[src/rtl/sti_pkg.sv]
package sti_pkg;
   // register addresses decoded by the host port
   typedef enum logic [2:0] {
      REG_INTV = 3'd0,
      REG_MASK = 3'd1,
      REG_PEND = 3'd2,
      REG_SNPT = 3'd3,
      REG_SNPO = 3'd4,
      REG_INFO = 3'd5
   } sti_reg_e;

   localparam int unsigned STI_ADDR_BITS = 3;

   // edge detection flavours for the event synchronizer
   typedef enum logic {
      EDGE_RISE = 1'b0,
      EDGE_ANY  = 1'b1
   } sti_edge_e;
endpackage

[src/rtl/sti_sync_edge.sv]
module sti_sync_edge #(
   parameter int unsigned N_BITS      = 2,
   parameter int unsigned STAGES      = 2,
   parameter bit          DETECT_ANY  = 1'b0
) (
   input  logic              clk,
   input  logic              rst_n,
   input  logic [N_BITS-1:0] async_in,
   output logic [N_BITS-1:0] edge_out
);
   localparam int unsigned LAST = STAGES - 1;

   logic [N_BITS-1:0] chain_q [STAGES];
   logic [N_BITS-1:0] prev_q;

   always_ff @(posedge clk or negedge rst_n) begin
      if (!rst_n) begin
         for (int k = 0; k < STAGES; k++) chain_q[k] <= '0;
         prev_q <= '0;
      end else begin
         chain_q[0] <= async_in;
         for (int k = 1; k < STAGES; k++) chain_q[k] <= chain_q[k-1];
         prev_q <= chain_q[LAST];
      end
   end

   generate
      if (DETECT_ANY) begin : g_any
         assign edge_out = chain_q[LAST] ^ prev_q;
      end else begin : g_rise
         assign edge_out = chain_q[LAST] & ~prev_q;
      end
   endgenerate
endmodule

[src/rtl/sti_interval_timer.sv]
module sti_interval_timer #(
   parameter int unsigned INTV_W = 16,
   parameter int unsigned SEQ_W  = 8
) (
   input  logic              clk,
   input  logic              rst_n,
   input  logic              intv_we,
   input  logic [INTV_W-1:0] intv_wdata,
   output logic [INTV_W-1:0] intv_o,
   output logic              tick_o,
   output logic [SEQ_W-1:0]  seq_o
);
   logic [INTV_W-1:0] intv_q;
   logic [INTV_W-1:0] cnt_q;
   logic [SEQ_W-1:0]  seq_q;
   logic              running;
   logic              at_end;

   assign running = (intv_q != '0);
   assign at_end  = (cnt_q == intv_q - 1'b1);
   // a write to the interval preempts a capture on the same edge
   assign tick_o  = running && at_end && !intv_we;

   always_ff @(posedge clk or negedge rst_n) begin
      if (!rst_n) begin
         intv_q <= '0;
         cnt_q  <= '0;
         seq_q  <= '0;
      end else if (intv_we) begin
         intv_q <= intv_wdata;
         cnt_q  <= '0;
      end else if (tick_o) begin
         cnt_q  <= '0;
         seq_q  <= seq_q + 1'b1;
      end else if (running) begin
         cnt_q  <= cnt_q + 1'b1;
      end
   end

   assign intv_o = intv_q;
   assign seq_o  = seq_q;
endmodule

[src/rtl/sti_snapshot.sv]
module sti_snapshot #(
   parameter int unsigned TGT_W = 8,
   parameter int unsigned OWN_W = 8
) (
   input  logic             clk,
   input  logic             rst_n,
   input  logic             tick_i,
   input  logic             rd_clr_i,
   input  logic [TGT_W-1:0] tgt_i,
   input  logic [OWN_W-1:0] own_i,
   output logic [TGT_W-1:0] tgt_o,
   output logic [OWN_W-1:0] own_o,
   output logic             fresh_o,
   output logic             lost_o
);
   logic [TGT_W-1:0] tgt_q;
   logic [OWN_W-1:0] own_q;
   logic             fresh_q;
   logic             lost_q;

   always_ff @(posedge clk or negedge rst_n) begin
      if (!rst_n) begin
         tgt_q   <= '0;
         own_q   <= '0;
         fresh_q <= 1'b0;
         lost_q  <= 1'b0;
      end else if (tick_i) begin
         tgt_q   <= tgt_i;
         own_q   <= own_i;
         fresh_q <= 1'b1;
         // a read on this edge consumed the old copy and its flags
         lost_q  <= rd_clr_i ? 1'b0 : (lost_q | fresh_q);
      end else if (rd_clr_i) begin
         fresh_q <= 1'b0;
         lost_q  <= 1'b0;
      end
   end

   assign tgt_o   = tgt_q;
   assign own_o   = own_q;
   assign fresh_o = fresh_q;
   assign lost_o  = lost_q;
endmodule

[src/rtl/sti_event_bank.sv]
module sti_event_bank #(
   parameter int unsigned N_EVT = 2
) (
   input  logic             clk,
   input  logic             rst_n,
   input  logic [N_EVT-1:0] edge_i,
   input  logic             clr_we,
   input  logic [N_EVT-1:0] clr_bits,
   input  logic             mask_we,
   input  logic [N_EVT-1:0] mask_wdata,
   output logic [N_EVT-1:0] pend_o,
   output logic [N_EVT-1:0] mask_o,
   output logic             irq_o
);
   logic [N_EVT-1:0] pend_q;
   logic [N_EVT-1:0] mask_q;
   logic [N_EVT-1:0] clr_eff;

   assign clr_eff = clr_we ? clr_bits : '0;

   generate
      for (genvar i = 0; i < N_EVT; i++) begin : g_bit
         always_ff @(posedge clk or negedge rst_n) begin
            if (!rst_n) begin
               pend_q[i] <= 1'b0;
            end else if (edge_i[i]) begin
               pend_q[i] <= 1'b1;
            end else if (clr_eff[i]) begin
               pend_q[i] <= 1'b0;
            end
         end
      end
   endgenerate

   always_ff @(posedge clk or negedge rst_n) begin
      if (!rst_n) mask_q <= '0;
      else if (mask_we) mask_q <= mask_wdata;
   end

   assign pend_o = pend_q;
   assign mask_o = mask_q;
   assign irq_o  = |(pend_q & mask_q);
endmodule

[src/rtl/status_irq_sampler.sv]
module status_irq_sampler
   import sti_pkg::*;
#(
   parameter int unsigned N_EVT       = 2,
   parameter int unsigned TGT_W       = 8,
   parameter int unsigned OWN_W       = 8,
   parameter int unsigned INTV_W      = 16,
   parameter int unsigned SEQ_W       = 8,
   parameter int unsigned DATA_W      = 32,
   parameter int unsigned ADDR_W      = 3,
   parameter int unsigned SYNC_STAGES = 2,
   parameter bit          DETECT_ANY  = 1'b0
) (
   input  logic              clk,
   input  logic              rst_n,
   input  logic [ADDR_W-1:0] host_addr,
   input  logic              host_wr,
   input  logic [DATA_W-1:0] host_wdata,
   input  logic              host_rd,
   output logic [DATA_W-1:0] host_rdata,
   input  logic [TGT_W-1:0]  tgt_status,
   input  logic [OWN_W-1:0]  own_status,
   input  logic [N_EVT-1:0]  evt_async,
   output logic              host_irq
);
   localparam int unsigned FRESH_BIT = DATA_W - 1;
   localparam int unsigned LOST_BIT  = DATA_W - 2;

   generate
      if (ADDR_W < STI_ADDR_BITS) begin : g_bad_addr
         $error("status_irq_sampler: ADDR_W too narrow for the register map");
      end
      if (SYNC_STAGES < 2) begin : g_bad_sync
         $error("status_irq_sampler: SYNC_STAGES must be at least 2");
      end
      if (N_EVT < 1 || N_EVT > DATA_W) begin : g_bad_evt
         $error("status_irq_sampler: N_EVT out of range");
      end
      if (TGT_W > DATA_W || OWN_W > DATA_W || INTV_W > DATA_W) begin : g_bad_w
         $error("status_irq_sampler: a field is wider than DATA_W");
      end
      if (SEQ_W + 2 > DATA_W) begin : g_bad_seq
         $error("status_irq_sampler: SEQ_W leaves no room for flags");
      end
   endgenerate

   logic [2:0] reg_sel;
   logic       addr_hi_zero;
   assign reg_sel = host_addr[2:0];
   generate
      if (ADDR_W > STI_ADDR_BITS) begin : g_hi
         assign addr_hi_zero = (host_addr[ADDR_W-1:STI_ADDR_BITS] == '0);
      end else begin : g_nohi
         assign addr_hi_zero = 1'b1;
      end
   endgenerate

   logic hit_intv, hit_mask, hit_pend, hit_info;
   assign hit_intv = addr_hi_zero && (reg_sel == REG_INTV);
   assign hit_mask = addr_hi_zero && (reg_sel == REG_MASK);
   assign hit_pend = addr_hi_zero && (reg_sel == REG_PEND);
   assign hit_info = addr_hi_zero && (reg_sel == REG_INFO);

   logic [N_EVT-1:0]  edge_w;
   logic [N_EVT-1:0]  pend_w;
   logic [N_EVT-1:0]  mask_w;
   logic [INTV_W-1:0] intv_w;
   logic [SEQ_W-1:0]  seq_w;
   logic              tick_w;
   logic              rd_clr_w;
   logic [TGT_W-1:0]  snap_tgt_w;
   logic [OWN_W-1:0]  snap_own_w;
   logic              fresh_w;
   logic              lost_w;

   assign rd_clr_w = host_rd && hit_info;

   sti_sync_edge #(
      .N_BITS    (N_EVT),
      .STAGES    (SYNC_STAGES),
      .DETECT_ANY(DETECT_ANY)
   ) u_sync (
      .clk     (clk),
      .rst_n   (rst_n),
      .async_in(evt_async),
      .edge_out(edge_w)
   );

   sti_interval_timer #(
      .INTV_W(INTV_W),
      .SEQ_W (SEQ_W)
   ) u_timer (
      .clk       (clk),
      .rst_n     (rst_n),
      .intv_we   (host_wr && hit_intv),
      .intv_wdata(host_wdata[INTV_W-1:0]),
      .intv_o    (intv_w),
      .tick_o    (tick_w),
      .seq_o     (seq_w)
   );

   sti_snapshot #(
      .TGT_W(TGT_W),
      .OWN_W(OWN_W)
   ) u_snap (
      .clk     (clk),
      .rst_n   (rst_n),
      .tick_i  (tick_w),
      .rd_clr_i(rd_clr_w),
      .tgt_i   (tgt_status),
      .own_i   (own_status),
      .tgt_o   (snap_tgt_w),
      .own_o   (snap_own_w),
      .fresh_o (fresh_w),
      .lost_o  (lost_w)
   );

   sti_event_bank #(
      .N_EVT(N_EVT)
   ) u_events (
      .clk       (clk),
      .rst_n     (rst_n),
      .edge_i    (edge_w),
      .clr_we    (host_wr && hit_pend),
      .clr_bits  (host_wdata[N_EVT-1:0]),
      .mask_we   (host_wr && hit_mask),
      .mask_wdata(host_wdata[N_EVT-1:0]),
      .pend_o    (pend_w),
      .mask_o    (mask_w),
      .irq_o     (host_irq)
   );

   always_comb begin
      host_rdata = '0;
      if (addr_hi_zero) begin
         case (reg_sel)
            REG_INTV: host_rdata[INTV_W-1:0] = intv_w;
            REG_MASK: host_rdata[N_EVT-1:0]  = mask_w;
            REG_PEND: host_rdata[N_EVT-1:0]  = pend_w;
            REG_SNPT: host_rdata[TGT_W-1:0]  = snap_tgt_w;
            REG_SNPO: host_rdata[OWN_W-1:0]  = snap_own_w;
            REG_INFO: begin
               host_rdata[SEQ_W-1:0] = seq_w;
               host_rdata[LOST_BIT]  = lost_w;
               host_rdata[FRESH_BIT] = fresh_w;
            end
            default:  host_rdata = '0;
         endcase
      end
   end
endmodule

[config.mk]
export PLATFORM = sky130hd
export DESIGN_NAME = status_irq_sampler
export DESIGN_NICKNAME = d
export VERILOG_FILES = /design/src/rtl/sti_pkg.sv /design/src/rtl/sti_sync_edge.sv /design/src/rtl/sti_interval_timer.sv /design/src/rtl/sti_snapshot.sv /design/src/rtl/sti_event_bank.sv /design/src/rtl/status_irq_sampler.sv
export SDC_FILE = /design/constraint.sdc
export NUM_CORES = 1
export LEC_CHECK = 0
export CAP_MARGIN = 20
export CORE_ASPECT_RATIO = 1.2
export CORE_MARGIN = 3
export CORE_UTILIZATION = 51
export CTS_CLUSTER_DIAMETER = 40
export DETAILED_ROUTE_END_ITERATION = 12
export GPL_TIMING_DRIVEN = 0
export HOLD_SLACK_MARGIN = 0.1
export PLACE_DENSITY = 0.86
export SLEW_MARGIN = 20
export SYNTH_ARGS = -nofsm -noshare
export SYNTH_HDL_FRONTEND = slang
export SYNTH_SLANG_ARGS = --single-unit
[constraint.sdc]
create_clock -name clk -period 3.23 [get_ports clk]
set_input_delay 0.323 -clock clk [delete_from_list [all_inputs] [get_ports clk]]
set_output_delay 0.323 -clock clk [all_outputs]
set_load 0.01 [all_outputs]
Word level (Yosys, flattened, before mapping)
Index checks and enable logic that the tools add are counted.
{ "word_totals": {"ff_bits": 68, "elab_cells": 58, "inputBits": 57, "out_inout_bits": 33} }
{ "op_classes": {"bitwise_logic": 5, "n_addsub": 3, "reduce_logical": 15, "eq_ne": 6, "muxes": 16} }
{ "op_table": {"columns": ["op", "count"], "rows": [
  ["$mux 16", 3],
  ["$pmux 6 s4", 1],
  ["$add 16x1->16 const B", 1],
  ["$eq 16x16->1", 1],
  ["$reduce_bool 16->1", 1],
  ["$sub 16x1->16 const B", 1],
  ["$pmux 2 s6", 1],
  ["$add 8x1->8 const B", 1],
  ["$mux 1", 8],
  ["$mux 8", 1],
  ["$eq 3x2->1 const B", 2],
  ["$eq 3x3->1 const B", 2],
  ["$logic_and 1x1->1", 6],
  ["$reduce_bool 2->1", 3],
  ["$and 2x2->2", 2],
  ["$mux 2", 2],
  ["$eq 3x1->1 const B", 1],
  ["$logic_not 3->1", 1],
  ["$reduce_bool 3->1", 1],
  ["$not 2->2", 1],
  ["$reduce_and 2->1", 1],
  ["$reduce_or 2->1", 1],
  ["$logic_not 1->1", 1],
  ["$not 1->1", 1],
  ["$or 1x1->1", 1]
]} }

Longest topological paths before layout
{ "logic_depth": {"ltp_word": 6, "ltp_mapped": 11, "depth_no_buf": 10} }

Modules after synthesis
Synthesis repeated with hierarchy kept, for this count alone.
{ "hier_totals": {"hier_cells": 385, "hier_area_um2": 4053.9} }
{ "modules_own_cells": {"columns": ["module", "area_per_inst_um2", "seq_area_each_um2", "instances", "cells_per_inst"], "rows": [
  ["sti_interval_timer", 2502.4, 1001.0, 1, 259],
  ["sti_snapshot", 713.2, 450.4, 1, 40],
  ["status_irq_sampler", 499.2, 0.0, 1, 67],
  ["sti_sync_edge", 177.7, 150.1, 1, 8],
  ["sti_event_bank", 161.4, 100.1, 1, 11]
]} }

Worst setup path after synthesis
OpenSTA, ideal clock, no wires.
{ "synth_path": {"path_type": "register to register", "from": "reg u_timer.intv_q[0] (netlist: u_timer.intv_o[0])", "to": "reg u_snap.own_q[0] (netlist: u_snap.own_o[0])", "synth_period_minus_slack_ns": 2.628, "slack_ns": 0.602, "t_arrival_ns": 2.500, "stages_incl_launch_ff": 12, "setup_time_ns": 0.128, "n_path_buf": 1, "required_time_ns": 3.102, "path_cell_list": "dfrtp_1 > inv_1 > ha_1 > nor2b_1 > and3_1 > a211oi_1 > and3b_1 > a21oi_1 > nor4_4 > nand2_1 > buf_2 > mux2_1"} }
{ "synth_via": {"elab_chain_cells": 4, "word_cells_on_any_way": 5, "classes_between": "add/sub: 1; eq/ne: 1; reduce/logical: 3"} }
{ "synth_rtl": {"columns": ["element", "line_no", "rtl"], "rows": [
  ["start, declared", "sti_interval_timer.sv:13", "logic [INTV_W-1:0] intv_q;"],
  ["start signal, assigned", "sti_interval_timer.sv:30", "intv_q <= intv_wdata;"],
  ["$sub 16x1->16", "sti_interval_timer.sv:20", "assign at_end = (cnt_q == intv_q - 1'b1);"],
  ["$eq 16x16->1", "sti_interval_timer.sv:20", null],
  ["$logic_and 1x1->1 (*) (2 in a row)", "sti_interval_timer.sv:22", "assign tick_o = running && at_end && !intv_we;"],
  ["end signal, assigned", "sti_snapshot.sv:29", "own_q <= own_i;"],
  ["end, declared", "sti_snapshot.sv:17", "logic [OWN_W-1:0] own_q;"]
]} }
Every way passes the cells marked *; elsewhere a longest branch is shown, timed or not.
A chain may end at the register's enable or synchronous reset.

Worst setup path after layout
{ "layout_path": {"from": "reg u_timer.intv_q[0] (netlist: u_timer.intv_o[0])", "to": "reg u_timer.cnt_q[1]"} }
{ "layout_via": {"elab_chain_cells": 6, "word_cells_on_any_way": 8, "classes_between": "add/sub: 1; eq/ne: 1; mux: 2; reduce/logical: 4"} }
{ "layout_rtl": {"columns": ["element", "line_no", "rtl"], "rows": [
  ["$sub 16x1->16", "sti_interval_timer.sv:20", null],
  ["$eq 16x16->1", "sti_interval_timer.sv:20", null],
  ["$logic_and 1x1->1 (2 in a row)", "sti_interval_timer.sv:22", null],
  ["$mux 16", "sti_interval_timer.sv:32", "end else if (tick_o) begin"],
  ["$mux 16", "sti_interval_timer.sv:29", "end else if (intv_we) begin"],
  ["end signal, assigned", "sti_interval_timer.sv:36", "cnt_q <= cnt_q + 1'b1;"],
  ["end, declared", "sti_interval_timer.sv:14", "logic [INTV_W-1:0] cnt_q;"]
]} }
Several ways; a longest one is shown, not always the timed one.

==> impl_metrics.sql <==
INSERT INTO impl_metrics (metric_group, metric, value, unit) VALUES
('status', 'status', 'complete, no violations', ''),
('setup_path', 'data_arrival_time_of_the_critical_path', '3330', 'ps'),
('timing', 'report.final.hold_viol_count', '0', ''),
('floorplanning', 'fp-row-count', '34', ''),
('cts', 'cts_root_buffer', 'clkbuf_8', ''),
('yosys', 'synthesis.instances', '389', ''),
('setup_path', 'endpoint_kind', 'register', ''),
('timing', 'setup_viol', '0', ''),
('cts', 'numClockSinks', '68', ''),
('final_layout', 'layout-area-overhead-vs-synth', '26.7', '%'),
('yosys', 'synth_top_area_cell', 'dfrtp_1', ''),
('yosys', 'yosysTopAreaCellShare', '0.437', ''),
('setup_path', 'r2r-start', 'u_timer.intv_o[0]$_DFFE_PN0P_', ''),
('floorplanning', 'coreArea', '0.00732', 'mm²'),
('placement', 'numPortBuffers', '58', ''),
('timing', 'achievable-frequency', '324', 'MHz'),
('cts', 'clock_buffer_depth', '2', ''),
('power', 'power.density', '538', 'mW/mm²'),
('detailed_routing', 'viasPerCell', '5.94', ''),
('global_routing', 'overflow_left_after_global_routing', '0', ''),
('cts', 'clock_latency', '360', 'ps'),
('timing', 'timing_worst_slew_pin_value', '741', 'ps'),
('floorplanning', 'die-area', '0.00873', 'mm²'),
('setup_path', 'crit_type', 'register to register', ''),
('timing', 'skew', '10.2', 'ps'),
('yosys', 'yosys_register_bits', '68', ''),
('yosys', 'synth-warning-count', '0', ''),
('floorplanning', 'fp.dieW', '85.8', 'µm'),
('cts', 'htree_num_levels', '3', ''),
('power', 'vdd.ir_drop.worst', '307', 'µV'),
('yosys', 'number_of_enable_type_register_cells_in_the_synthesized_netlist', '0', ''),
('floorplanning', 'initial_utilization', '0.532', ''),
('detailed_routing', 'drc_errors', '0', ''),
('yosys', 'mappedNetlistArea', '0.00390', 'mm²'),
('global_routing', 'grt_max_degree', '55', ''),
('setup_path', 'path_max_fanout', '10', ''),
('placement', 'dp_hpwl', '6930', 'µm'),
('global_routing', 'first_global_vias', '3301', ''),
('placement', 'postPlaceCellArea', '0.00466', 'mm²'),
('job', 'maxCapViolations', '0', ''),
('detailed_routing', 'detail_route.wl_per_cell', '17.0', 'µm'),
('floorplanning', 'io_pins', '90', ''),
('cts', 'cts-buffers-inserted', '9', ''),
('global_routing', 'wire_length_of_the_first_global_routing_pass', '15300', 'µm'),
('final_layout', 'nFillCells', '544', ''),
('cts', 'clock_transition_at_the_register_clock_pins_on_the_worst_setup_and_hold_paths_after_cts', '80', 'ps'),
('timing', 'whs', '362', 'ps'),
('timing', 'final_period_minus_worst_setup_slack', '3080', 'ps'),
('floorplanning', 'die-height', '102', 'µm'),
('yosys', 'netlist-cell-type-count', '49', ''),
('cts', 'cts_tree', 'yes', ''),
('timing', 'slew_viol_final', '0', ''),
('yosys', 'postSynth.asyncResetShare', '1.00', ''),
('final_layout', 'final_util', '0.675', ''),
('yosys', 'dominantRegCellSynth', 'dfrtp_1', ''),
('setup_path', 'start_kind', 'register', ''),
('yosys', 'synth.top_cells.by_area', 'dfrtp_1 (44%), mux2_1 (4.9%), mux2_2 (4.3%)', ''),
('final_layout', 'antenna_cells', '0', ''),
('final_layout', 'final_common_cell', 'dfrtp_1', ''),
('setup_path', 'required', '3480', 'ps'),
('setup_path', 'start_point_of_the_critical_path', 'u_timer.intv_o[0]$_DFFE_PN0P_', ''),
('worst_hold_path', 'worstHoldPathType', 'input pin to async pin', ''),
('global_routing', 'track_usage', '0.222', ''),
('final_layout', 'design.final.nets', '535', ''),
('global_routing', 'antenna_found_initial', '0', ''),
('detailed_routing', 'drt_pass1_iterations', '5', ''),
('detailed_routing', 'detail-route-antenna-nets', '0', ''),
('timing', 'max_slew_margin', '0.506', ''),
('final_layout', 'drive_above_1_share', '0.125', ''),
('placement', 'gpl.final_weighted_congestion', '0.893', ''),
('detailed_routing', 'drt_first_iter_violations', '345', ''),
('final_layout', 'layout.cells.most_common_list', 'dfrtp_1 (68), clkdlybuf4s50_1 (57), nand2_1 (26), nand3_1 (22), xnor2_1 (18)', ''),
('yosys', 'avgSynthCellArea', '10.0', 'µm²'),
('detailed_routing', 'dr_total_vias', '3386', ''),
('timing', 'post-route-period-util', '0.954', ''),
('final_layout', 'layout.cell_area.non_filler', '0.00494', 'mm²'),
('power', 'cellLeakagePower', '0.00224', 'µW'),
('timing', 'totalNegativeSetupSlack', '0', 'ps'),
('detailed_routing', 'route.final.wire_length', '9680', 'µm'),
('power', 'report.power.total', '2660', 'µW'),
('yosys', 'seq_area_frac_synth', '0.437', '');
[cells in the mapped netlist (all sizes together), types with 2 or more instances]
cell type / instances
nor4: 9
nand4: 4
ha: 3
nor3: 6
nor2b: 4
nor4b: 6
o211ai: 2
or2: 2
a22o: 11
nor2: 17
xnor2: 18
nand2b: 3
and3: 11
and2: 8
a31oi: 3
inv: 8
a21o: 7
a211o: 6
clkbuf: 15
and4: 2
o21ai: 18
dfrtp: 68
a211oi: 6
buf: 21
mux2: 32
nand3: 22
mux2i: 10
a21oi: 12
nor3b: 4
nand2: 26
xor2: 9
or3: 7
[where the power goes]
| part | internal, µW | switching (µW) | leakage (µW) |
|---|---|---|---|
| combinational | 346 | 328 | 0.00125 |
| sequential | 980 | 148 | 0.000879 |
| clock | 513 | 342 | 0.000109 |
[registers in the layout, indices dropped and copies added (netlist names)]
name / flops
u_events.mask_o: 2
u_events.pend_o: 2
u_snap.fresh_o: 1
u_snap.lost_o: 1
u_snap.own_o: 8
u_snap.tgt_o: 8
u_sync.chain_q: 4
u_sync.prev_q: 2
u_timer.cnt_q: 16
u_timer.intv_o: 16
u_timer.seq_o: 8
[cells by family (layout without fill, tap and decap cells)]
group	Yosys count	after routing	share of synthesized area
simple gates	136	136	0.200
compound gates	68	68	0.117
other cells	1	14	0.000962
flops	68	68	0.437
fa+ha+maj	3	3	0.00963
xor+xnor	27	27	0.0607
mux	42	42	0.118
buf+inv	44	122	0.0575
[critical path, cell delays in order, from the launching register on]
cell and delay (ps):
dfrtp_1 460, inv_1 120, ha_1 290, nor2b_4 260, and4_1 250, nor4b_1 290, o211ai_1 180, nor4_4 350
buf_4 170, buf_2 220, nor2_1 130, a22o_1 250
[worst paths after layout]
check                      depth (start not counted)  slack, ps                           end
max in group asynchronous                          3       2330  u_timer.cnt_q[9]$_DFFE_PN0P_
hold reg to reg                                    0        360   u_sync.chain_q[0]$_DFF_PN0_
min in group clk                                   0        360   u_sync.chain_q[0]$_DFF_PN0_
hold / removal                                     2        360    u_snap.fresh_o$_DFFE_PN0P_
setup / recovery                                  11        150  u_timer.cnt_q[1]$_DFFE_PN0P_
setup reg to reg                                  11        150  u_timer.cnt_q[1]$_DFFE_PN0P_
[routing by layer]
metal  wire length (µm)  part of all wire  GRT usage  vias to the layer above
met3                666             0.069     0.0415                       20
li1                   -                 -          -                     1550
met5                  0                 0          0                        -
met1               3870              0.40      0.267                     1659
met2               4940              0.51      0.396                      157
met4                205             0.021     0.0792                        0
[through the flow]
stage | instances | setup slack (ps)
after floorplan | 402 | 602
after global placement | 550 | -376
after detailed placement | 551 | 54.8
after CTS | 568 | 28.5
after global routing | 570 | -6.42
final | 570 | 148
[final cells by class]
cell class              instances  area (µm²)  area share
multi-input cells             290        2030       0.411
well taps                      90         113      0.0228
repair buffers                 62         631       0.128
plain buffers                  36         194      0.0393
clock buffers                  10         128      0.0259
inverters                       8        30.0     0.00608
clock inverters                 6         113      0.0228
flip-flops and latches         68        1700       0.345
[what timing repair did]
item                                   4_1_cts  5_1_grt
endpoints found under the hold margin       14        0
setup buffers                                0        2
setup endpoints to repair                    0       39
hold buffers                                 1        0
gates resized for setup                      0        2
(Power assumes the default switching activity.)
